===== src/rtl/sio_status_pkg.sv =====
package sio_status_pkg;
  localparam int unsigned SR_W   = 8;
  localparam int unsigned NUM_SW = 5;       // software-cleared flags, bits 7..3
  localparam int unsigned SW_LSB = SR_W - NUM_SW;
  localparam int unsigned B_TXE  = 7;
  localparam int unsigned B_TXDN = 2;
  localparam int unsigned B_MPRX = 1;
  localparam int unsigned B_MPTX = 0;

  typedef struct packed {
    logic rxf;
    logic ovr;
    logic ferr;
    logic perr;
    logic load;
  } rx_evt_t;
endpackage


===== src/rtl/sio_flag_cell.sv =====
module sio_flag_cell #(
  parameter logic RST_VAL = 1'b0
) (
  input  logic clk_i,
  input  logic rst_ni,
  input  logic standby_i,
  input  logic rd_i,
  input  logic wr_i,
  input  logic wbit_i,
  input  logic set_i,
  output logic q_o,
  output logic clr_o
);
  logic q_q, arm_q;
  logic clr_req;

  assign clr_req = wr_i && !wbit_i && arm_q;
  assign clr_o   = clr_req && !set_i && !standby_i;
  assign q_o     = q_q;

  always_ff @(posedge clk_i or negedge rst_ni) begin
    if (!rst_ni) begin
      q_q   <= RST_VAL;
      arm_q <= 1'b0;
    end else if (standby_i) begin
      q_q   <= RST_VAL;
      arm_q <= 1'b0;
    end else begin
      // set beats clear
      if (set_i)        q_q <= 1'b1;
      else if (clr_req) q_q <= 1'b0;
      if (rd_i && q_q)  arm_q <= 1'b1;
      else if (wr_i)    arm_q <= 1'b0;
    end
  end
endmodule


===== src/rtl/sio_rx_eval.sv =====
module sio_rx_eval
  import sio_status_pkg::*;
(
  input  logic    rx_done_i,
  input  logic    rxf_i,
  input  logic    rx_stop_i,
  input  logic    par_en_i,
  input  logic    par_odd_i,
  input  logic    rx_xor_i,
  input  logic    rx_par_i,
  output rx_evt_t evt_o
);
  logic accept, par_bad;

  assign par_bad = par_en_i && ((rx_xor_i ^ rx_par_i) != par_odd_i);
  assign accept  = rx_done_i && !rxf_i;

  always_comb begin
    evt_o      = '0;
    evt_o.ovr  = rx_done_i && rxf_i;
    evt_o.ferr = accept && !rx_stop_i;
    evt_o.perr = accept && par_bad;
    evt_o.load = accept && rx_stop_i && !par_bad;
    evt_o.rxf  = evt_o.load;
  end
endmodule


===== src/rtl/sio_tx_eval.sv =====
module sio_tx_eval (
  input  logic tx_en_i,
  input  logic tx_load_i,
  input  logic tx_last_i,
  input  logic txe_i,
  output logic txe_set_o,
  output logic txdn_set_o
);
  assign txe_set_o  = !tx_en_i || tx_load_i;
  assign txdn_set_o = !tx_en_i || (tx_last_i && txe_i);
endmodule


===== src/rtl/sio_status_reg.sv =====
module sio_status_reg
  import sio_status_pkg::*;
(
  input  logic            clk_i,
  input  logic            rst_ni,
  input  logic            standby_i,
  input  logic            rd_i,
  input  logic            wr_i,
  input  logic [SR_W-1:0] wdata_i,
  output logic [SR_W-1:0] rdata_o,
  input  logic            tx_en_i,
  input  logic            tx_load_i,
  input  logic            tx_last_i,
  input  logic            rx_done_i,
  input  logic            rx_stop_i,
  input  logic            par_en_i,
  input  logic            par_odd_i,
  input  logic            rx_xor_i,
  input  logic            rx_par_i,
  input  logic            rx_mpb_i,
  output logic            rx_load_o,
  output logic            tx_mpb_o
);
  localparam int unsigned TXE_IDX = B_TXE - SW_LSB;

  logic [NUM_SW-1:0] sw_set, sw_clr, sw_q;
  rx_evt_t           rx_evt;
  logic              txe_set, txdn_set;
  logic              txdn_q, mprx_q, mptx_q;

  sio_rx_eval u_rx (
    .rx_done_i (rx_done_i),
    .rxf_i     (sw_q[B_TXE-1-SW_LSB]),
    .rx_stop_i (rx_stop_i),
    .par_en_i  (par_en_i),
    .par_odd_i (par_odd_i),
    .rx_xor_i  (rx_xor_i),
    .rx_par_i  (rx_par_i),
    .evt_o     (rx_evt)
  );

  sio_tx_eval u_tx (
    .tx_en_i    (tx_en_i),
    .tx_load_i  (tx_load_i),
    .tx_last_i  (tx_last_i),
    .txe_i      (sw_q[TXE_IDX]),
    .txe_set_o  (txe_set),
    .txdn_set_o (txdn_set)
  );

  // index i maps to register bit SW_LSB+i
  assign sw_set = {txe_set, rx_evt.rxf, rx_evt.ovr, rx_evt.ferr, rx_evt.perr};

  for (genvar i = 0; i < NUM_SW; i++) begin : g_flag
    sio_flag_cell #(
      .RST_VAL ((i == TXE_IDX) ? 1'b1 : 1'b0)
    ) u_cell (
      .clk_i     (clk_i),
      .rst_ni    (rst_ni),
      .standby_i (standby_i),
      .rd_i      (rd_i),
      .wr_i      (wr_i),
      .wbit_i    (wdata_i[SW_LSB+i]),
      .set_i     (sw_set[i]),
      .q_o       (sw_q[i]),
      .clr_o     (sw_clr[i])
    );
  end

  // transmit-done follows the transmit-empty clear
  always_ff @(posedge clk_i or negedge rst_ni) begin
    if (!rst_ni)                 txdn_q <= 1'b1;
    else if (standby_i)          txdn_q <= 1'b1;
    else if (txdn_set)           txdn_q <= 1'b1;
    else if (sw_clr[TXE_IDX])    txdn_q <= 1'b0;
  end

  always_ff @(posedge clk_i or negedge rst_ni) begin
    if (!rst_ni) begin
      mprx_q <= 1'b0;
      mptx_q <= 1'b0;
    end else if (standby_i) begin
      mprx_q <= 1'b0;
      mptx_q <= 1'b0;
    end else begin
      if (rx_evt.load) mprx_q <= rx_mpb_i;
      if (wr_i)        mptx_q <= wdata_i[B_MPTX];
    end
  end

  always_comb begin
    rdata_o                     = '0;
    rdata_o[SR_W-1:SW_LSB]      = sw_q;
    rdata_o[B_TXDN]             = txdn_q;
    rdata_o[B_MPRX]             = mprx_q;
    rdata_o[B_MPTX]             = mptx_q;
  end

  assign rx_load_o = rx_evt.load && !standby_i;
  assign tx_mpb_o  = mptx_q;
endmodule


===== config.mk =====
export PLATFORM = sky130hd
export DESIGN_NAME = sio_status_reg
export DESIGN_NICKNAME = d
export VERILOG_FILES = /design/src/rtl/sio_status_pkg.sv /design/src/rtl/sio_flag_cell.sv /design/src/rtl/sio_rx_eval.sv /design/src/rtl/sio_tx_eval.sv /design/src/rtl/sio_status_reg.sv
export SDC_FILE = /design/constraint.sdc
export NUM_CORES = 1
export LEC_CHECK = 0
export ABC_CLOCK_PERIOD_IN_PS = 2800
export BUFFER_PORTS_ARGS = -buffer_cell sky130_fd_sc_hd__clkbuf_2
export CORE_MARGIN = 1
export CORE_UTILIZATION = 46
export CTS_CLUSTER_SIZE = 8
export DETAILED_ROUTE_END_ITERATION = 6
export PLACE_DENSITY_LB_ADDON = 0.1
export SLEW_MARGIN = 15
export SYNTH_ARGS = -nofsm -noshare
export SYNTH_HDL_FRONTEND = slang
export SYNTH_SLANG_ARGS = --single-unit

===== constraint.sdc =====
create_clock -name clk_i -period 2.8 [get_ports clk_i]
set_input_delay 0.14 -clock clk_i [delete_from_list [all_inputs] [get_ports clk_i]]
set_output_delay 0.14 -clock clk_i [all_outputs]
set_load 0.01 [all_outputs]

# Word-level counts from Yosys, hierarchy flattened
# Index checks and enable logic that the tools add are counted.
[classes]
addsub = 0
multipliers = 0
n_div = 0
order_cmp = 0
n_eq_ne = 1
n_shift = 0
mux = 33
bitwise_logic = 1
reduce_logical = 52
[op_table]
columns = ["operator", "n"]
rows = [
  ["$mux W1", 33],
  ["$reduce_bool A3 Y1", 11],
  ["$logic_and A1 B1 Y1", 26],
  ["$logic_not A1 Y1", 11],
  ["$reduce_bool A2 Y1", 2],
  ["$logic_or A1 B1 Y1", 2],
  ["$ne A1 B1 Y1", 1],
  ["$xor A1 B1 Y1", 1],
]
[totals]
ff_bits = 13
latch_bits = 0
ramBits = 0
rom_bits = 0
input_bits = 23
out_inout_bits = 10
wordCells = 100
n_memories = 0

# Depth between registers and ports, before layout
# Gate-level depths: netlist of the first run.
[depth]
depth_word = 8
ltp_mapped = 4
mapped_depth_nobuf = 3

# By module
# From an unflattened synthesis of the first run, not the netlist that was laid out.
[unflattened]
hier_cells = 71
hier_area_um2 = 721.9
[modules_own_cells]
columns = ["module", "instances", "cells_each", "area_per_inst_um2", "seq_area_each_um2"]
rows = [
  ["sio_flag_cell at g_flag[0].u_cell ...", 4, 10, 101.3, 50.0],
  ["sio_status_reg", 1, 14, 145.1, 76.3],
  ["sio_flag_cell at g_flag[4].u_cell", 1, 8, 87.6, 51.3],
  ["sio_rx_eval", 1, 7, 67.6, 0.0],
  ["sio_tx_eval", 1, 2, 16.3, 0.0],
]

# Least setup slack after synthesis of the first run
# Ideal clock, no wire load.
[synth_path]
path_kind = "input to output"
start = "in rx_par_i"
end = "out rx_load_o"
arrival_time_ns = 0.934
t_required_ns = 2.660
path_slack_ns = 1.726
path_stages = 3
n_path_buf = 0
path_cell_list = "xor3_1 a21o_2 nor2_1"
[synth_via]
elab_chain_len = 6
[synth_rtl]
columns = ["element", "line_no", "text"]
rows = [
  ["from (decl)", "sio_status_reg.sv:19", "input logic rx_par_i,"],
  ["$xor A1 B1 Y1", "sio_rx_eval.sv:15", "assign par_bad = par_en_i && ((rx_xor_i ^ rx_par_i) != par_odd_i);"],
  ["$ne A1 B1 Y1", "sio_rx_eval.sv:15", ""],
  ["$logic_and A1 B1 Y1", "sio_rx_eval.sv:15", ""],
  ["$logic_not A1 Y1", "sio_rx_eval.sv:23", "evt_o.load = accept && rx_stop_i && !par_bad;"],
  ["$logic_and A1 B1 Y1", "sio_rx_eval.sv:23", ""],
  ["$logic_and A1 B1 Y1", "sio_status_reg.sv:99", "assign rx_load_o = rx_evt.load && !standby_i;"],
  ["to (decl)", "sio_status_reg.sv:21", "output logic rx_load_o,"],
]
# Every way passes these cells.

# Worst setup path after layout of the first run
[layout_path]
start = "reg g_flag[3].u_cell.q_q"
end = "out rx_load_o"
[layout_via]
elab_chain_len = 5
[layout_rtl]
columns = ["element", "line_no", "text"]
rows = [
  ["from (decl)", "sio_flag_cell.sv:14", "logic q_q, arm_q;"],
  ["from (signal assigned)", "sio_flag_cell.sv:23", "q_q <= RST_VAL;"],
  ["from (signal assigned)", "sio_flag_cell.sv:26", "q_q <= RST_VAL;"],
  ["from (signal assigned)", "sio_flag_cell.sv:30", "if (set_i) q_q <= 1'b1;"],
  ["$logic_not A1 Y1", "sio_rx_eval.sv:16", "assign accept = rx_done_i && !rxf_i;"],
  ["$logic_and A1 B1 Y1", "sio_rx_eval.sv:16", ""],
  ["$logic_and A1 B1 Y1 (2 in a row)", "sio_rx_eval.sv:23", ""],
  ["$logic_and A1 B1 Y1", "sio_status_reg.sv:99", ""],
]
# Every way passes these cells.

==> impl_metrics.env, run 1 <==
export IMPL_outcome="finished clean"
export IMPL_insertion_delay_ns=0.27
export IMPL_intPower_w=0.000282
export IMPL_seq_power_share=0.536
export IMPL_drive_gt1_frac=0.420
export IMPL_vias=530
export IMPL_yosysTopAreaCellShare=0.422
export IMPL_finalWeightedCongestion=0.734
export IMPL_r2r_cells=2
export IMPL_clkPwrFrac=0.306
export IMPL_avgSynthCellArea_sq_um=10.3
export IMPL_dieHeight_um=39.6
export IMPL_tightest_slew_ns=0.328
export IMPL_min_from="tx_load_i"
export IMPL_routedWlPerCell_um=12.0
export IMPL_ys_seq_elements=13
export IMPL_track_usage=0.191
export IMPL_cp_arrival_ns=1.32
export IMPL_holdPathEnd="g_flag[4].u_cell.q_o"
export IMPL_rsz0062_at_grt="no"
export IMPL_fin_nets=112
export IMPL_drc=0
export IMPL_globalRouteOverflowTotal=0
export IMPL_synth_lib_cells_used_distinct=19
export IMPL_syn_to_final_growth_pct=21.1
export IMPL_drt_pass1_iterations=4
export IMPL_yosys_top_cells_area="dfrtp_1 (42%), buf_4 (9.2%), dfstp_2 (8.1%)"
export IMPL_core_area_sq_um=1320
export IMPL_fillers=121
export IMPL_synth_area_sq_um=652
export IMPL_drt_iter0_drc=3
export IMPL_row_count=13
export IMPL_swShare=0.253
export IMPL_slew_headroom=0.782
export IMPL_root_buffer="clkbuf_4"
export IMPL_reg2reg_setup_slack_ns=1.69
export IMPL_die_area_sq_um=1570
export IMPL_yosysTopAreaCell="dfrtp_1"
export IMPL_crit_required_ns=2.66
export IMPL_ys_seq_area_frac=0.503
export IMPL_ir_drop_v=0.000312
export IMPL_cts_made_buffers=3
export IMPL_cts_setup_buffers=0
export IMPL_drt_wl_total_mm=1.24
export IMPL_cts_tree="done"
export IMPL_drtAntennaViolNets=0
export IMPL_drv_slew=0
export IMPL_clock_path_buffers=2
export IMPL_crit_path_start_kind="flop"
export IMPL_leakagePower_nw=0.406
export IMPL_clkSinkCount=13
export IMPL_path_class="reg2out"
export IMPL_min_path_type="in2reg"
export IMPL_r2r_start="g_flag[3].u_cell.q_o"
export IMPL_die_x_um=39.6
export IMPL_setup_viol=0
export IMPL_fin_crit_ns=1.46
export IMPL_n_antenna_cell=0
export IMPL_p_sw_w=0.0000953
export IMPL_syn_nets=86
export IMPL_yosysWarnings=0
export IMPL_io_buffers=30
export IMPL_hold_viol=0
export IMPL_combPwrFrac=0.158
export IMPL_p_total_w=0.000377
export IMPL_antenna_found_initial=0
export IMPL_grt_pass1_wl_mm=1.86
export IMPL_skew_ns=0.00284
export IMPL_fin_setup_tns_ns=0
export IMPL_fmax_mhz=686
export IMPL_worstPathMaxFanout=7
export IMPL_grt_pass1_vias=440
export IMPL_crit_path_end_kind="output pin"
export IMPL_holdWs_ns=0.0701
export IMPL_r2r_end="g_flag[1].u_cell.q_o"
export IMPL_viasPerCell=5.15
export IMPL_start_util=0.495
export IMPL_ios=33
export IMPL_clk_pin_slew_ns=0.08
export IMPL_power_density_nw_per_um2=478
export IMPL_htreeDepth=1
export IMPL_fin_crit_sh=0.521
export IMPL_netlist_instances=63
export IMPL_drv_cap=0
export IMPL_grt_max_degree=15
export IMPL_hold_depth=2
-- placed cells by master, fill, tap and decap left out --
| cell | Yosys | layout |
|---|---|---|
| o21ai_0 | 3 | 3 |
| or3b_2 | 1 | 1 |
| inv_1 | 1 | 1 |
| nand2_1 | 4 | 4 |
| xor3_1 | 1 | 1 |
| nor2_1 | 8 | 8 |
| a21o_2 | 1 | 1 |
| nand3b_1 | 4 | 4 |
| nand2b_1 | 3 | 3 |
| a211o_1 | 1 | 1 |
| mux2i_1 | 2 | 2 |
| dfstp_2 | 2 | 2 |
| dfrtp_1 | 11 | 11 |
| clkbuf_1 | 1 | 1 |
| a22oi_1 | 6 | 6 |
| nand4b_1 | 1 | 1 |
| dlygate4sd3_1 | 0 | 1 |
| clkbuf_2 | 0 | 30 |
| clkbuf_4 | 0 | 3 |
| a21oi_1 | 4 | 4 |
-- layout make-up --
cell class / instances / area (sq um) / share of cell area
sequential: 13 / 328 / 0.415
multi-input combinational: 39 / 253 / 0.320
timing repair buffer: 31 / 160 / 0.203
clock buffer: 4 / 26.3 / 0.0333
tap: 15 / 18.8 / 0.0238
inverter: 1 / 3.75 / 0.00475
-- metal layers --
layer	wire length, um	up-vias	track usage
li1	-	264	-
met1	565	246	0.255
met2	587	18	0.275
met3	71	2	0.0511
met4	12	0	0.103
met5	0	-	0
-- power by group through the flow --
stage,Sequential [W],Clock (W),Combinational (W)
2_1_floorplan,0.000205,0,0.0000370
3_3_place_gp,0.000206,0,0.0000577
3_5_place_dp,0.000206,0,0.0000595
4_1_cts,0.000202,0.000121,0.0000606
5_1_grt,0.000204,0.000132,0.0000666
6_report,0.000202,0.000115,0.0000596
-- worst max path at each step --
| stage | from | to | cells past startpoint |
|---|---|---|---|
| finish | g_flag[3].u_cell.q_o | rx_load_o | 4 |
| global route | g_flag[3].u_cell.q_o | rx_load_o | 4 |
| floorplan | rx_par_i | rx_load_o | 3 |
| global placement | rx_par_i | rx_load_o | 5 |
| detailed placement | rx_par_i | rx_load_o | 5 |
| CTS | g_flag[3].u_cell.q_o | rx_load_o | 4 |
-- state kept, by name (all words and copies together) (netlist names) --
name / count
g_flag.u_cell.arm_q: 5
g_flag.u_cell.q_o: 5
mprx_q: 1
tx_mpb_o: 1
txdn_q: 1
-- cells by family after synthesis --
logic type,after synthesis,synth area share
and+or+nand+nor,21,0.171
DFF,13,0.503
muxes,2,0.0307
xor gates and xnor gates,1,0.0365
buffers and inverters,11,0.109
AOI/OAI and AO/OA,15,0.150
-- critical path, stage by stage, from the launching register on --
cell,delay (ns)
dfrtp_1,0.43
nand3b_1,0.18
a21o_2,0.22
nor2_1,0.08
clkbuf_2,0.13
-- through the flow --
step                      utilization  std cells  setup WS [ns]  cell area (sq um)
after global routing            0.599        103           1.25                790
after global placement          0.572         98           1.58                753
final                           0.599        103           1.34                790
after floorplan                     -         63           1.73                652
after CTS                       0.599        103           1.33                790
after detailed placement        0.572         98           1.55                753
-- synth_stat cells --
cell type / instances
or3b_2: 1
clkbuf_1: 1
a21oi_1: 4
xor3_1: 1
nand2b_1: 3
nand2_1: 4
buf_4: 8
dfrtp_1: 11
nand4b_1: 1
nor2_1: 8
a21o_2: 1
buf_1: 1
dfstp_2: 2
mux2i_1: 2
a211o_1: 1
o21ai_0: 3
nand3b_1: 4
a22oi_1: 6
inv_1: 1
-- repair_timing --
item,4_1_cts,5_1_grt
hold endpoints to repair,11,0
hold buffers,1,0
resized for setup,0,0
(Power assumes the default switching activity.)
==> run 2: changes to the inputs <==
--- a/config.mk
+++ b/config.mk
@@ -5,10 +5,11 @@
 export SDC_FILE = /design/constraint.sdc
 export NUM_CORES = 1
 export LEC_CHECK = 0
-export ABC_CLOCK_PERIOD_IN_PS = 2800
+export ABC_AREA = 1
+export ABC_CLOCK_PERIOD_IN_PS = 1400
 export BUFFER_PORTS_ARGS = -buffer_cell sky130_fd_sc_hd__clkbuf_2
 export CORE_MARGIN = 1
-export CORE_UTILIZATION = 46
+export CORE_UTILIZATION = 44
 export CTS_CLUSTER_SIZE = 8
 export DETAILED_ROUTE_END_ITERATION = 6
 export PLACE_DENSITY_LB_ADDON = 0.1
==> constraint.sdc (replaced) <==
create_clock -name clk_i -period 1.4 [get_ports clk_i]
set_input_delay 0.07 -clock clk_i [delete_from_list [all_inputs] [get_ports clk_i]]
set_output_delay 0.07 -clock clk_i [all_outputs]
set_load 0.01 [all_outputs]
==> run 2 against run 1 <==
  * Synthesized area up 6.0%
  * Cell count rose by 25%
  * Critical endpoint unchanged
  * Sequential share of layout area decreased by 2.4 points
==> impl_metrics.env, run 2 <==
export IMPL_ios=33
export IMPL_synth_lib_cells_used_distinct=16
export IMPL_cp_slowest_cell="dfrtp_1"
export IMPL_skew_ns=0.00244
export IMPL_ys_seq_elements=13
export IMPL_drt_iter0_drc=4
export IMPL_critPathMaxStageDelay_ns=0.46
export IMPL_clkSinkCount=13
export IMPL_fin_nets=138
export IMPL_ir_drop_v=0.000636
export IMPL_worstPathMaxFanout=6
export IMPL_finalWeightedCongestion=0.752
export IMPL_yosysTopAreaCell="dfrtp_1"
export IMPL_reg2reg_setup_slack_ns=0.43
export IMPL_async_reset_ff_frac=1.00
export IMPL_die_area_sq_um=1730
export IMPL_drt_pass1_iterations=6
export IMPL_hpwl_mm=1.04
export IMPL_track_usage=0.175
export IMPL_place_inst=124
export IMPL_ys_top_cells_by_count="nand2_1 (28), dfrtp_1 (11), a21oi_1 (9), nor2_1 (9), buf_4 (8)"
export IMPL_grt_max_degree=14
export IMPL_outcome="finished clean"
export IMPL_crit_path_end_kind="output pin"
export IMPL_synth_flop_cell="dfrtp_1"
export IMPL_row_count=13
export IMPL_holdWs_ns=0.0187
export IMPL_min_path_type="in2reg"
export IMPL_root_buffer="clkbuf_4"
export IMPL_final_cells=129
export IMPL_die_x_um=41.6
export IMPL_drv_cap=0
export IMPL_drt_wl_total_mm=1.35
export IMPL_yosysWarnings=0
export IMPL_cp_arrival_ns=1.24
export IMPL_netlist_instances=88
export IMPL_drv_slew=0
export IMPL_crit_required_ns=1.33
export IMPL_n_antenna_cell=0
export IMPL_synth_area_sq_um=691
export IMPL_synth_enable_flop_cells=0
export IMPL_globalRouteOverflowTotal=0
export IMPL_fmax_mhz=766
export IMPL_grt_pass1_wl_mm=2.35
export IMPL_layout_common_cells="clkbuf_2 (30), nand2_1 (28), dfrtp_1 (11)"
export IMPL_setup_viol=0
export IMPL_power_density_nw_per_um2=903
export IMPL_vias=627
export IMPL_fin_crit_sh=0.932
export IMPL_path_class="reg2out"
export IMPL_cp_num_buf_inv=1
export IMPL_crit_chain="nor3_4 > nand2_2 > nor2_1 > clkbuf_2"
export IMPL_cts_tree="done"
export IMPL_drtAntennaViolNets=0
export IMPL_placed_area_sq_um=795
export IMPL_drive_gt1_frac=0.386
export IMPL_io_buffers=30
export IMPL_avgSynthCellArea_sq_um=7.85
export IMPL_fin_crit_ns=1.31
export IMPL_start_util=0.500
export IMPL_grt_pass1_vias=567
export IMPL_final_area_sq_um=838
export IMPL_post_synth_top_count_cell="nand2_1"
export IMPL_clk_pin_slew_ns=0.08
export IMPL_routedWlPerCell_um=10.5
export IMPL_cts_made_buffers=3
export IMPL_crit_path_start_kind="flop"
export IMPL_core_area_sq_um=1380
export IMPL_ys_seq_area_frac=0.475
export IMPL_syn_nets=111
export IMPL_p_total_w=0.000757
export IMPL_tightest_slew_ns=0.322
export IMPL_insertion_delay_ns=0.27
export IMPL_layout_commonest_cell="clkbuf_2"
export IMPL_htreeDepth=1
export IMPL_viasPerCell=4.86
export IMPL_dieHeight_um=41.6
export IMPL_fin_setup_tns_ns=0
export IMPL_leakagePower_nw=0.460
export IMPL_antenna_found_initial=0
export IMPL_drc=0
export IMPL_syn_to_final_growth_pct=21.4
export IMPL_hold_viol=0
export IMPL_fillers=138
export IMPL_path_delay_family="flip-flops"
export IMPL_yosys_top_cells_area="dfrtp_1 (40%), nand2_1 (15%), buf_4 (8.7%)"
export IMPL_clock_path_buffers=2
export IMPL_yosysTopAreaCellShare=0.399
export IMPL_slew_headroom=0.785
-- run 2: cell type report --
| type | instances | area, sq um | area share |
|---|---|---|---|
| sequential | 13 | 328 | 0.391 |
| multi-input combinational | 58 | 274 | 0.327 |
| timing repair buffer | 31 | 160 | 0.191 |
| inverter | 8 | 30.0 | 0.0358 |
| clock buffer | 3 | 22.5 | 0.0269 |
| tap | 15 | 18.8 | 0.0224 |
| clock inverter | 1 | 5.00 | 0.00597 |
-- run 2: final timing paths --
check,endpoint,cells after the start,from
worst min register to register,txdn_q,2,txdn_q
max in group asynchronous,txdn_q,2,rst_ni
worst min-delay path,txdn_q,3,tx_last_i
worst max-delay path,rx_load_o,4,g_flag[3].u_cell.q_o
worst max register to register,g_flag[0].u_cell.q_o,3,g_flag[3].u_cell.q_o
min in group asynchronous,g_flag[4].u_cell.arm_q,2,rst_ni
-- run 2: worst min-delay path, cell delays in order --
cell	delay (ns)
clkbuf_2	0.08
a21oi_1	0.06
nand2_1	0.06
-- run 2: timing repair --
item                                   in CTS  in global routing
setup endpoints to repair                   0                  1
buffers inserted                            0                  0
hold buffers                                1                  0
endpoints found under the hold margin      13                  0
resized for setup                           0                  1
-- run 2: metrics by stage --
stage / setup slack [ns] / util
global placement: 0.347 / 0.575
detailed placement: 0.332 / 0.575
CTS: 0.0182 / 0.602
floorplan: 0.430 / -
global route: -0.00374 / 0.606
finish: 0.0946 / 0.606
-- run 2: cells by family (layout without fill, tap and decap cells) --
kind of cell,Yosys count,after routing,share of synthesized area
AO/OA/AOI/OAI,13,13,0.0996
buffers and inverters,17,43,0.138
flip-flops,13,13,0.475
AND/OR/NAND/NOR,45,45,0.288
-- run 2: metal layers --
layer / vias to the layer above / global-route usage / share of wire
met2: 25 / 0.288 / 0.49
li1: 325 / - / -
met3: 2 / 0.0522 / 0.063
met4: 0 / 0.0581 / 0.0089
met1: 275 / 0.219 / 0.44
met5: - / 0 / 0
-- run 2: report_power, final --
| group | total (W) | leakage (nW) | internal, W | switching [W] |
|---|---|---|---|---|
| registers | 0.000405 | 0.170 | 0.000392 | 0.0000132 |
| logic | 0.000125 | 0.272 | 0.0000533 | 0.0000714 |
| clock network | 0.000227 | 0.0177 | 0.000106 | 0.000121 |
